==> config.mk <==
export PLATFORM = sky130hd
export DESIGN_NAME = gpio_pin_sense
export DESIGN_NICKNAME = d
export VERILOG_FILES = /design/src/rtl/gps_pkg.sv /design/src/rtl/gps_sync.sv /design/src/rtl/gps_detect.sv /design/src/rtl/gps_flags.sv /design/src/rtl/gpio_pin_sense.sv
export SDC_FILE = /design/constraint.sdc
export NUM_CORES = 1
export LEC_CHECK = 0
export ABC_CLOCK_PERIOD_IN_PS = 3200
export CORE_ASPECT_RATIO = 1.5
export CORE_MARGIN = 2
export CORE_UTILIZATION = 43
export CTS_CLUSTER_SIZE = 16
export DETAILED_ROUTE_END_ITERATION = 12
export PLACE_DENSITY = 0.87
export SLEW_MARGIN = 30
export SYNTH_ARGS = -nofsm -noshare
export SYNTH_HDL_FRONTEND = slang
export SYNTH_SLANG_ARGS = --single-unit
==> constraint.sdc <==
create_clock -name clk -period 3.2 [get_ports clk]
set_clock_uncertainty 0.05 [all_clocks]
set_input_delay 0.32 -clock clk [delete_from_list [all_inputs] [get_ports clk]]
set_output_delay 0.32 -clock clk [all_outputs]
set_load 0.02 [all_outputs]
==> src/rtl/gps_pkg.sv <==
package gps_pkg;

   localparam int SENSE_W = 3;

   typedef enum logic [SENSE_W-1:0] {
      SENSE_OFF  = 3'd0,
      SENSE_ANY  = 3'd1,
      SENSE_RISE = 3'd2,
      SENSE_FALL = 3'd3,
      SENSE_LOW  = 3'd5
   } sense_e;

   // Undefined codes fold to off.
   function automatic sense_e to_sense(input logic [SENSE_W-1:0] code);
      case (code)
         3'd1:    return SENSE_ANY;
         3'd2:    return SENSE_RISE;
         3'd3:    return SENSE_FALL;
         3'd5:    return SENSE_LOW;
         default: return SENSE_OFF;
      endcase
   endfunction

   function automatic logic sense_hit(input sense_e mode, input logic prv, input logic cur);
      case (mode)
         SENSE_ANY:  return prv ^ cur;
         SENSE_RISE: return ~prv & cur;
         SENSE_FALL: return prv & ~cur;
         SENSE_LOW:  return ~cur;
         default:    return 1'b0;
      endcase
   endfunction

endpackage

==> src/rtl/gps_sync.sv <==
module gps_sync #(
   parameter int WIDTH  = 8,
   parameter int STAGES = 2
) (
   input  logic             clk,
   input  logic             rst_n,
   input  logic [WIDTH-1:0] d,
   output logic [WIDTH-1:0] q
);

   initial begin
      assert (STAGES >= 0 && STAGES <= 4) else $error("gps_sync: STAGES out of range");
   end

   generate
      if (STAGES == 0) begin : g_bypass
         assign q = d;
      end else begin : g_chain
         logic [STAGES-1:0][WIDTH-1:0] sh_q;
         always_ff @(posedge clk or negedge rst_n) begin
            if (!rst_n) begin
               sh_q <= '0;
            end else begin
               sh_q[0] <= d;
               for (int s = 1; s < STAGES; s++) begin
                  sh_q[s] <= sh_q[s-1];
               end
            end
         end
         assign q = sh_q[STAGES-1];
      end
   endgenerate

endmodule

==> src/rtl/gps_detect.sv <==
module gps_detect
   import gps_pkg::*;
#(
   parameter int N_PINS      = 8,
   parameter int SYNC_STAGES = 2
) (
   input  logic                        clk,
   input  logic                        rst_n,
   input  logic [N_PINS-1:0]           dir,
   input  logic [N_PINS-1:0]           out,
   input  logic [N_PINS-1:0]           pad_sync,
   input  logic [N_PINS*SENSE_W-1:0]   sense_cfg,
   output logic [N_PINS-1:0]           evt,
   output logic                        armed
);

   localparam int ARM_LAST = SYNC_STAGES + 1;
   localparam int CNT_W    = $clog2(ARM_LAST + 1);
   localparam logic [CNT_W-1:0] ARM_END = CNT_W'(ARM_LAST);

   logic [N_PINS-1:0] eff;
   logic [N_PINS-1:0] prev_q;
   logic [CNT_W-1:0]  arm_cnt_q;
   logic              armed_q;

   // Output pins read back their latch, input pins their pad.
   assign eff = (dir & out) | (~dir & pad_sync);

   always_ff @(posedge clk or negedge rst_n) begin
      if (!rst_n) begin
         prev_q    <= '0;
         arm_cnt_q <= '0;
         armed_q   <= 1'b0;
      end else begin
         prev_q <= eff;
         if (!armed_q) begin
            arm_cnt_q <= arm_cnt_q + 1'b1;
            armed_q   <= (arm_cnt_q + 1'b1) == ARM_END;
         end
      end
   end

   assign armed = armed_q;

   generate
      for (genvar i = 0; i < N_PINS; i++) begin : g_pin
         sense_e mode;
         assign mode   = to_sense(sense_cfg[i*SENSE_W +: SENSE_W]);
         assign evt[i] = armed_q & sense_hit(mode, prev_q[i], eff[i]);
      end
   endgenerate


   arm_monotonic_chk: assert property (@(posedge clk) disable iff (!rst_n)
      armed_q |=> armed_q);

endmodule

==> src/rtl/gps_flags.sv <==
module gps_flags #(
   parameter int N_PINS = 8
) (
   input  logic              clk,
   input  logic              rst_n,
   input  logic [N_PINS-1:0] evt,
   input  logic [N_PINS-1:0] clr_mask,
   output logic [N_PINS-1:0] flags,
   output logic              irq
);

   logic [N_PINS-1:0] flags_q;
   logic [N_PINS-1:0] flags_d;
   logic              irq_q;

   // New events win over a clear on the same bit.
   assign flags_d = (flags_q & ~clr_mask) | evt;

   always_ff @(posedge clk or negedge rst_n) begin
      if (!rst_n) begin
         flags_q <= '0;
         irq_q   <= 1'b0;
      end else begin
         flags_q <= flags_d;
         irq_q   <= |flags_d;
      end
   end

   assign flags = flags_q;
   assign irq   = irq_q;


   irq_matches_flags_chk: assert property (@(posedge clk) disable iff (!rst_n)
      irq == (flags_q != '0));

   generate
      for (genvar i = 0; i < N_PINS; i++) begin : g_chk

         flag_sticky_chk: assert property (@(posedge clk) disable iff (!rst_n)
            (flags_q[i] && !clr_mask[i]) |=> flags_q[i]);

         set_wins_chk: assert property (@(posedge clk) disable iff (!rst_n)
            evt[i] |=> flags_q[i]);
      end
   endgenerate

endmodule

==> src/rtl/gpio_pin_sense.sv <==
module gpio_pin_sense
   import gps_pkg::*;
#(
   parameter int N_PINS      = 8,
   parameter int SYNC_STAGES = 2
) (
   input  logic                      clk,
   input  logic                      rst_n,
   input  logic [N_PINS-1:0]         dir,
   input  logic [N_PINS-1:0]         out,
   input  logic [N_PINS-1:0]         pad,
   input  logic [N_PINS*SENSE_W-1:0] sense_cfg,
   input  logic [N_PINS-1:0]         clr_mask,
   output logic [N_PINS-1:0]         flags,
   output logic                      irq
);

   initial begin
      assert (N_PINS >= 1 && N_PINS <= 64) else $error("gpio_pin_sense: N_PINS out of range");
   end

   logic [N_PINS-1:0] pad_sync;
   logic [N_PINS-1:0] evt;
   logic              armed;

   gps_sync #(.WIDTH(N_PINS), .STAGES(SYNC_STAGES)) i_sync (
      .clk   (clk),
      .rst_n (rst_n),
      .d     (pad),
      .q     (pad_sync)
   );

   gps_detect #(.N_PINS(N_PINS), .SYNC_STAGES(SYNC_STAGES)) i_detect (
      .clk       (clk),
      .rst_n     (rst_n),
      .dir       (dir),
      .out       (out),
      .pad_sync  (pad_sync),
      .sense_cfg (sense_cfg),
      .evt       (evt),
      .armed     (armed)
   );

   gps_flags #(.N_PINS(N_PINS)) i_flags (
      .clk      (clk),
      .rst_n    (rst_n),
      .evt      (evt),
      .clr_mask (clr_mask),
      .flags    (flags),
      .irq      (irq)
   );


   no_flag_unarmed_chk: assert property (@(posedge clk) disable iff (!rst_n)
      !armed |-> (flags == '0));

   generate
      for (genvar i = 0; i < N_PINS; i++) begin : g_chk

         off_never_sets_chk: assert property (@(posedge clk) disable iff (!rst_n)
            (!flags[i] && to_sense(sense_cfg[i*SENSE_W +: SENSE_W]) == SENSE_OFF) |=> !flags[i]);

         clear_takes_chk: assert property (@(posedge clk) disable iff (!rst_n)
            (clr_mask[i] && !evt[i]) |=> !flags[i]);
      end
   endgenerate

endmodule

==> results of run 1 <==
-- registers in the layout, summed over array words and instances (netlist names) --
name	count
i_flags.irq	1
i_sync.g_chain.sh_q	8
i_sync.q	8
i_detect.prev_q	8
i_flags.flags	8
i_detect.arm_cnt_q	2
i_detect.armed	1
-- logic make-up after synthesis --
| kind of cell | after synthesis | share of synthesized area, % |
|---|---|---|
| fa+ha+maj | 17 | 12.3 |
| simple gates | 28 | 9.27 |
| flops | 36 | 52.1 |
| mux | 16 | 9.85 |
| compound gates | 22 | 9.41 |
| xor+xnor | 1 | 0.507 |
| buf+inv | 30 | 6.52 |
-- cell type report --
| type | count | share of cell area [%] |
|---|---|---|
| repair buffers | 66 | 25.9 |
| inverters | 29 | 4.30 |
| flip-flops and latches | 36 | 35.6 |
| well taps | 45 | 2.22 |
| multi-input cells | 84 | 28.2 |
| clock buffers | 7 | 3.80 |
-- per-layer routing --
| metal | part of all wire, % | GRT usage [%] |
|---|---|---|
| met5 | 0 | 0 |
| met4 | 0.67 | 5.85 |
| met3 | 8.0 | 5.04 |
| met2 | 54 | 27.0 |
| met1 | 38 | 15.5 |
-- through the flow --
stage	instances	area [µm²]	worst slack (ns)	hold slack (ns)	utilization [%]
3_3_place_gp	260	2440	0.136	0.282	62.6
4_1_cts	267	2530	0.400	0.0995	65.1
6_report	267	2530	0.399	0.0763	65.1
2_1_floorplan	150	1730	0.653	-0.0256	-
3_5_place_dp	260	2440	0.105	0.285	62.6
5_1_grt	267	2530	0.274	0.128	65.1
-- synthesized netlist by cell type --
master / number
mux2_2: 8
nor2b_1: 7
o22ai_1: 1
nand2b_1: 8
mux2i_1: 8
a21o_1: 1
a41o_1: 1
a32o_1: 5
clkbuf_1: 1
ha_1: 17
o2111ai_1: 1
a21oi_1: 3
o32ai_1: 4
or3b_1: 1
or4_1: 2
inv_1: 29
or2_2: 1
nand2_1: 7
o21ai_0: 6
nand3_1: 2
dfrtp_1: 36
xnor2_1: 1
-- report_power, final --
part / total [mW] / switching (mW) / internal, mW
clock network: 0.333 / 0.142 / 0.191
registers: 0.502 / 0.0142 / 0.488
logic: 0.225 / 0.0904 / 0.134
-- worst max-delay path by stage --
stage | startpoint | to | slack [ns] | cells after the start
global route | dir[6] | i_flags.irq | 0.27 | 7
floorplan | dir[6] | i_flags.irq | 0.65 | 6
detailed placement | dir[6] | i_flags.irq | 0.11 | 7
global placement | dir[6] | i_flags.irq | 0.14 | 7
finish | dir[6] | i_flags.irq | 0.40 | 7
CTS | dir[6] | i_flags.irq | 0.40 | 7
-- critical path, stage by stage --
cell and delay (ns):
clkdlybuf4s50_1 0.46, mux2_2 0.36, ha_1 0.27, or3b_1 0.34
a41o_1 0.25, or4_1 0.49, or4_1 0.40
==> summary by stage, run 1 <==
Clock network
The sink count of the clock tree is 36. TritonCTS built the clock tree. The number of gates resized after cts is 0. The clock tree root buffer cell is clkbuf_8. CTS built an H-tree with a depth of 2.

The clock-pin slew of the registers on the worst-case setup and hold paths is 0.07 ns. The later pin in the worst-skew pair is clocked with a latency of around 0.27 ns. The total setup buffers inserted after CTS is 0. In this run, post-CTS hold repair placed 0 buffers. TritonCTS created 5 clock buffers.

The clock passes through at most 2 buffers.

Setup path
The arrival time at the worst endpoint is 2.90 ns. In this run the critical register-to-register path is captured at i_flags.irq. Of all nets on the critical path, the largest fanout is 4. The path type of the worst setup path is input port to register.

The cell depth of the worst flop-to-flop path is 6. In this run the critical register-to-register path is launched from i_sync.q[6]. The nature of the critical path startpoint is an input port.

STA puts the critical path data required time at 3.30 ns. The category of the worst setup path capture point is a register. Setup slack on the worst reg-to-reg path comes out at 0.63 ns.

Outcome
The flow ran to the end, and the final reports show no timing, DRC or antenna violations.

STA
Derived from the worst setup path, the maximum achievable clock frequency is 0.357 GHz. Setup repair after global routing left no endpoint under its margin. After layout, the worst path uses about 88% of the clock period.

Adding up every negative setup slack in the final design gives 0 ns. The number of max-slew violations in the final report is 0. The final hold violation count was 0. The actual slew at the worst max-slew pin is 0.792 ns. The final setup violation count is 0.

The max-slew headroom at the worst pin is 47.2%. The clock period minus worst slack is ~2.8 ns.

Power
Power spread over the standard cell area amounts to between 400 and 500 nW/µm². The worst vdd rail ir drop is 269 µV. Summed over all cells, the static leakage comes to roughly 1.2 nW. The total power is about 1.1 mW.

Cells and area
The count of filler cells inserted in the layout is 314. The commonest non-fill, non-tap cell in the layout is clkdlybuf4s50_1. The library cells used most frequently in the layout, excluding fill and tap cells, are 65 x clkdlybuf4s50_1, 36 x dfrtp_1, 29 x inv_1. Summing all flip-flop and latch instances after layout gives 901 µm². The diode insertion count for antenna repair is 0. In the final layout, the share of cells above drive strength 1 is 7.66%.

At the end of the flow, the number of nets in the layout was 297. The multi-input gate area in the final layout is 714 µm². The area growth from synthesis to layout is 46.6%.

Die
The die span in y is 81.6 µm. The full die area is 4550 µm². After floorplanning, the core was divided into 28 placement rows. From left edge to right edge, the die measures 55.8 µm. In this run the standard cell core region covers between 3000 and 4000 µm². 67 I/O pins were placed. The initial standard-cell utilization of the core is 44.4%.

Global route
The total congestion overflow is 0. The number of global-route vias before repair is 1257. Across every metal layer, demand over resource in global routing totals 14.7%. The initial antenna violation count is 0. The first global-routing pass estimated about 5200 µm of wire. The maximum number of pins on one net before global-route repair is 37.

Placement
The HPWL after detailed placement is 2470 µm. The count of buffers from port buffering is 66. At the end of routability-driven placement, the weighted congestion stood at 0.747.

Yosys
The synthesized design contains 36 register bits. The share of the synthesized area in the top cell type is 52.1%. The Yosys step of the flow raised 0 warnings.

The post-synthesis cell area is 1730 µm². Of the synthesized area, sequential elements account for between 50 and 60%. The post-synth net total is 225. The post-synthesis area per instance is 11.5 µm². After synthesis, the cell types taking the most area are dfrtp_1 52%, ha_1 12%, inv_1 6.3%. In the synthesized netlist, the number of instances is 150. The cell type contributing the most total cell area after synthesis is dfrtp_1. The count of different cell masters after synthesis is 22.

Detailed routing
The via count normalized by instance count is 4.89. The number of detailed-routing iterations run before antenna repair is 4. In this run the remaining antenna-violating nets after routing total 0. The average routed wire per standard cell is 11.7 µm. In the routed design, unresolved DRC markers number 0.

Summing over every cut layer, the via total after detailed routing is 1306. The detailed router finished its first iteration with 48 violations. The total routed wirelength is 3120 µm.

Run
The number of max-capacitance violations reported is 0.

Min path
The tightest min-delay check is of the input port to asynchronous set/reset pin type.
Note: power is estimated with default switching activity, not from simulation.
==> run 2, diff against run 1 <==
CORE_UTILIZATION = 39   (was 43)
CTS_CLUSTER_SIZE = default   (was 16)
PLACE_DENSITY = 0.81   (was 0.87)
SETUP_SLACK_MARGIN = 0.2   (was default)
==> run 2 against run 1 <==
Via count down 0.46%; cell count up 0.37%; power down 3.8%; core utilization down 5.9 points; die area up 9.6%; hold slack worse by 0.0089 ns; flip-flop and latch count unchanged; routed wire length up 1.7%; sequential share of layout area up 0.25 points; critical path type unchanged; critical endpoint unchanged.
==> summary by stage, run 2 (synthesis gave the netlist of run 1 again) <==
Outcome
The run finished with clean final reports.

Die
The full die area is 4990 µm². The initial utilization of the core area, before any placement, comes to 40.7%. For this design the top-level I/O count stands at 67.

The die span in y is 85.5 µm. The die is 58.3 µm wide. The placeable core region is 4250 µm². Row generation in the floorplan step produced 29 rows.

Detailed routing
The final route contains 1300 vias. The number of DRC markers after the initial detailed-route iteration is 8. The total routed wirelength is 3180 µm. The via count normalized by instance count is 4.85.

The first detailed-routing pass ran for 2 iterations. The detail route stage leaves a number of antenna-violating nets equal to 0. The average routed wire per standard cell is 11.8 µm. The remaining design rule violation count is 0.

STA
The number of max-slew violations in the final report came to 0. For this run, the top clock speed supported by timing is 0.358 GHz. The worst path in the final design needs a cycle of 2.79 ns, including I/O delays and setup.

The final hold violation count was 0. In this run the tightest slew margin relative to its limit is 47.7%. The worst hold slack across all endpoints is 0.0673 ns.

Setup violations remaining at the end of the flow were counted as 0. The period utilization is 87.3%. Setup repair after global routing left no endpoint under its margin.

The total negative setup slack is 0 ns. For the pin with the worst max-slew slack, the measured transition is 0.785 ns.

Setup path
The required time of the worst setup path is 3.30 ns. The reg-to-reg setup timing slack is around 0.61 ns. The maximum fanout along the worst path is 4. The nature of the critical path startpoint is an input port.

The worst register-to-register path has a depth of 6. The arrival time at the worst endpoint is 2.89 ns. The worst register-to-register path ends at i_flags.irq. The category of the worst setup path capture point is a register. The path type of the worst setup path is input port to register.

The startpoint of the lowest-slack register-to-register path is i_sync.q[6].

Cells and area
The top cell types in the final layout, fill and taps aside, are 65 x clkdlybuf4s50_1, 36 x dfrtp_1, 29 x inv_1. 0 antenna diodes ended up in the layout. Counting the fill cells in the layout gives approximately 400. The end-of-flow core utilization is 59.2%.

After the last flow step, the layout net total stands at 297. Relative to the synthesized area, the layout overhead comes to 45.5%. The share of post-route cells with drive strength above 1 is a little over 7%. The library cell used most frequently in the layout, excluding fill and tap cells, is clkdlybuf4s50_1.

Clock network
The number of gates resized after cts is 0. The H-tree was split into 2 levels. The CTS tree is built. The clock passes through at most 2 buffers. The tree is rooted in a clkbuf_8. After clock tree synthesis, the clock-pin slew on the worst setup and hold paths is 0.07 ns. Once the clock tree was built, the setup fixing pass inserted 0 buffers. CTS saw 36 sinks.

Hold repair after CTS inserted 0 buffers. The clock network latency to the later pin of the worst-skew pair is 0.28 ns. Buffers inserted during clock tree synthesis total 5.

Power
The worst vdd rail ir drop is 300 µV. For this design the ratio of total power to cell area is 405 nW/µm². The static leakage power is roughly 1.2 nW.

The total power is between 1 and 1.5 mW.

Global route
The first global-routing pass estimated 5390 µm of wire. The initial antenna violation count was 0. The total congestion overflow is 0. Entering global routing, the biggest net connects 37 pins. The number of global-route vias before repair is 1338. Across every metal layer, demand over resource in global routing totals 14.2%.

Placement
The weighted congestion reported at the end of routability-driven placement is 0.765. Summed over all nets, the half-perimeter wirelength after detailed placement is 2540 µm. In this run the tool buffered the top-level ports with 66 buffer cells.

Min path
The class of the tightest hold or removal check is input port to asynchronous set/reset pin.

Run
The number of max-capacitance violations reported is 0.
run 2: cell types whose count changed in the layout (fill, tap and decap cells not counted):
cell | previous run | this run
clkbuf_8 | 7 | 5
clkinv_2 | 0 | 1
clkbuf_1 | 0 | 1
run 2: final cells by class:
class | count | area (µm²) | share of cell area (%)
Timing Repair Buffer | 66 | 656 | 26.1
Clock buffer | 6 | 72.6 | 2.89
Tap cell | 46 | 57.6 | 2.29
Multi-Input combinational cell | 84 | 714 | 28.4
Clock inverter | 1 | 5.00 | 0.199
Sequential cell | 36 | 901 | 35.8
Inverter | 29 | 109 | 4.33
run 2: critical path, cell delays in order:
cell	delay, ns
clkdlybuf4s50_1	0.46
mux2_2	0.36
ha_1	0.27
or3b_1	0.33
a41o_1	0.25
or4_1	0.51
or4_1	0.39
run 2: metrics by stage:
step                instances  setup slack (ns)  area [µm²]
finish                    268             0.405        2510
global route              268             0.329        2510
floorplan                 150             0.653        1730
global placement          261             0.132        2440
detailed placement        261            0.0966        2440
CTS                       268             0.401        2510
run 2: worst max path at each step:
stage	startpoint	end	slack [ns]	depth (start not counted)
3_3_place_gp	dir[6]	i_flags.irq	0.13	7
3_5_place_dp	dir[6]	i_flags.irq	0.1	7
6_report	dir[6]	i_flags.irq	0.41	7
2_1_floorplan	dir[6]	i_flags.irq	0.65	6
4_1_cts	dir[6]	i_flags.irq	0.40	7
5_1_grt	dir[6]	i_flags.irq	0.33	7
run 2: power by group:
group | internal [mW] | switching (mW) | total [mW] | leakage [nW]
clock | 0.148 | 0.145 | 0.292 | 0.0410
combinational | 0.134 | 0.0901 | 0.224 | 0.740
sequential | 0.488 | 0.0147 | 0.503 | 0.415
total | 0.770 | 0.250 | 1.02 | 1.20
run 2: per-layer routing:
| metal | part of all wire (%) | vias up | GRT usage [%] |
|---|---|---|---|
| li1 | - | 641 | - |
| met1 | 36 | 609 | 14.2 |
| met2 | 55 | 43 | 25.6 |
| met3 | 6.6 | 7 | 4.22 |
| met4 | 2.0 | 0 | 6.98 |
| met5 | 0 | - | 0 |
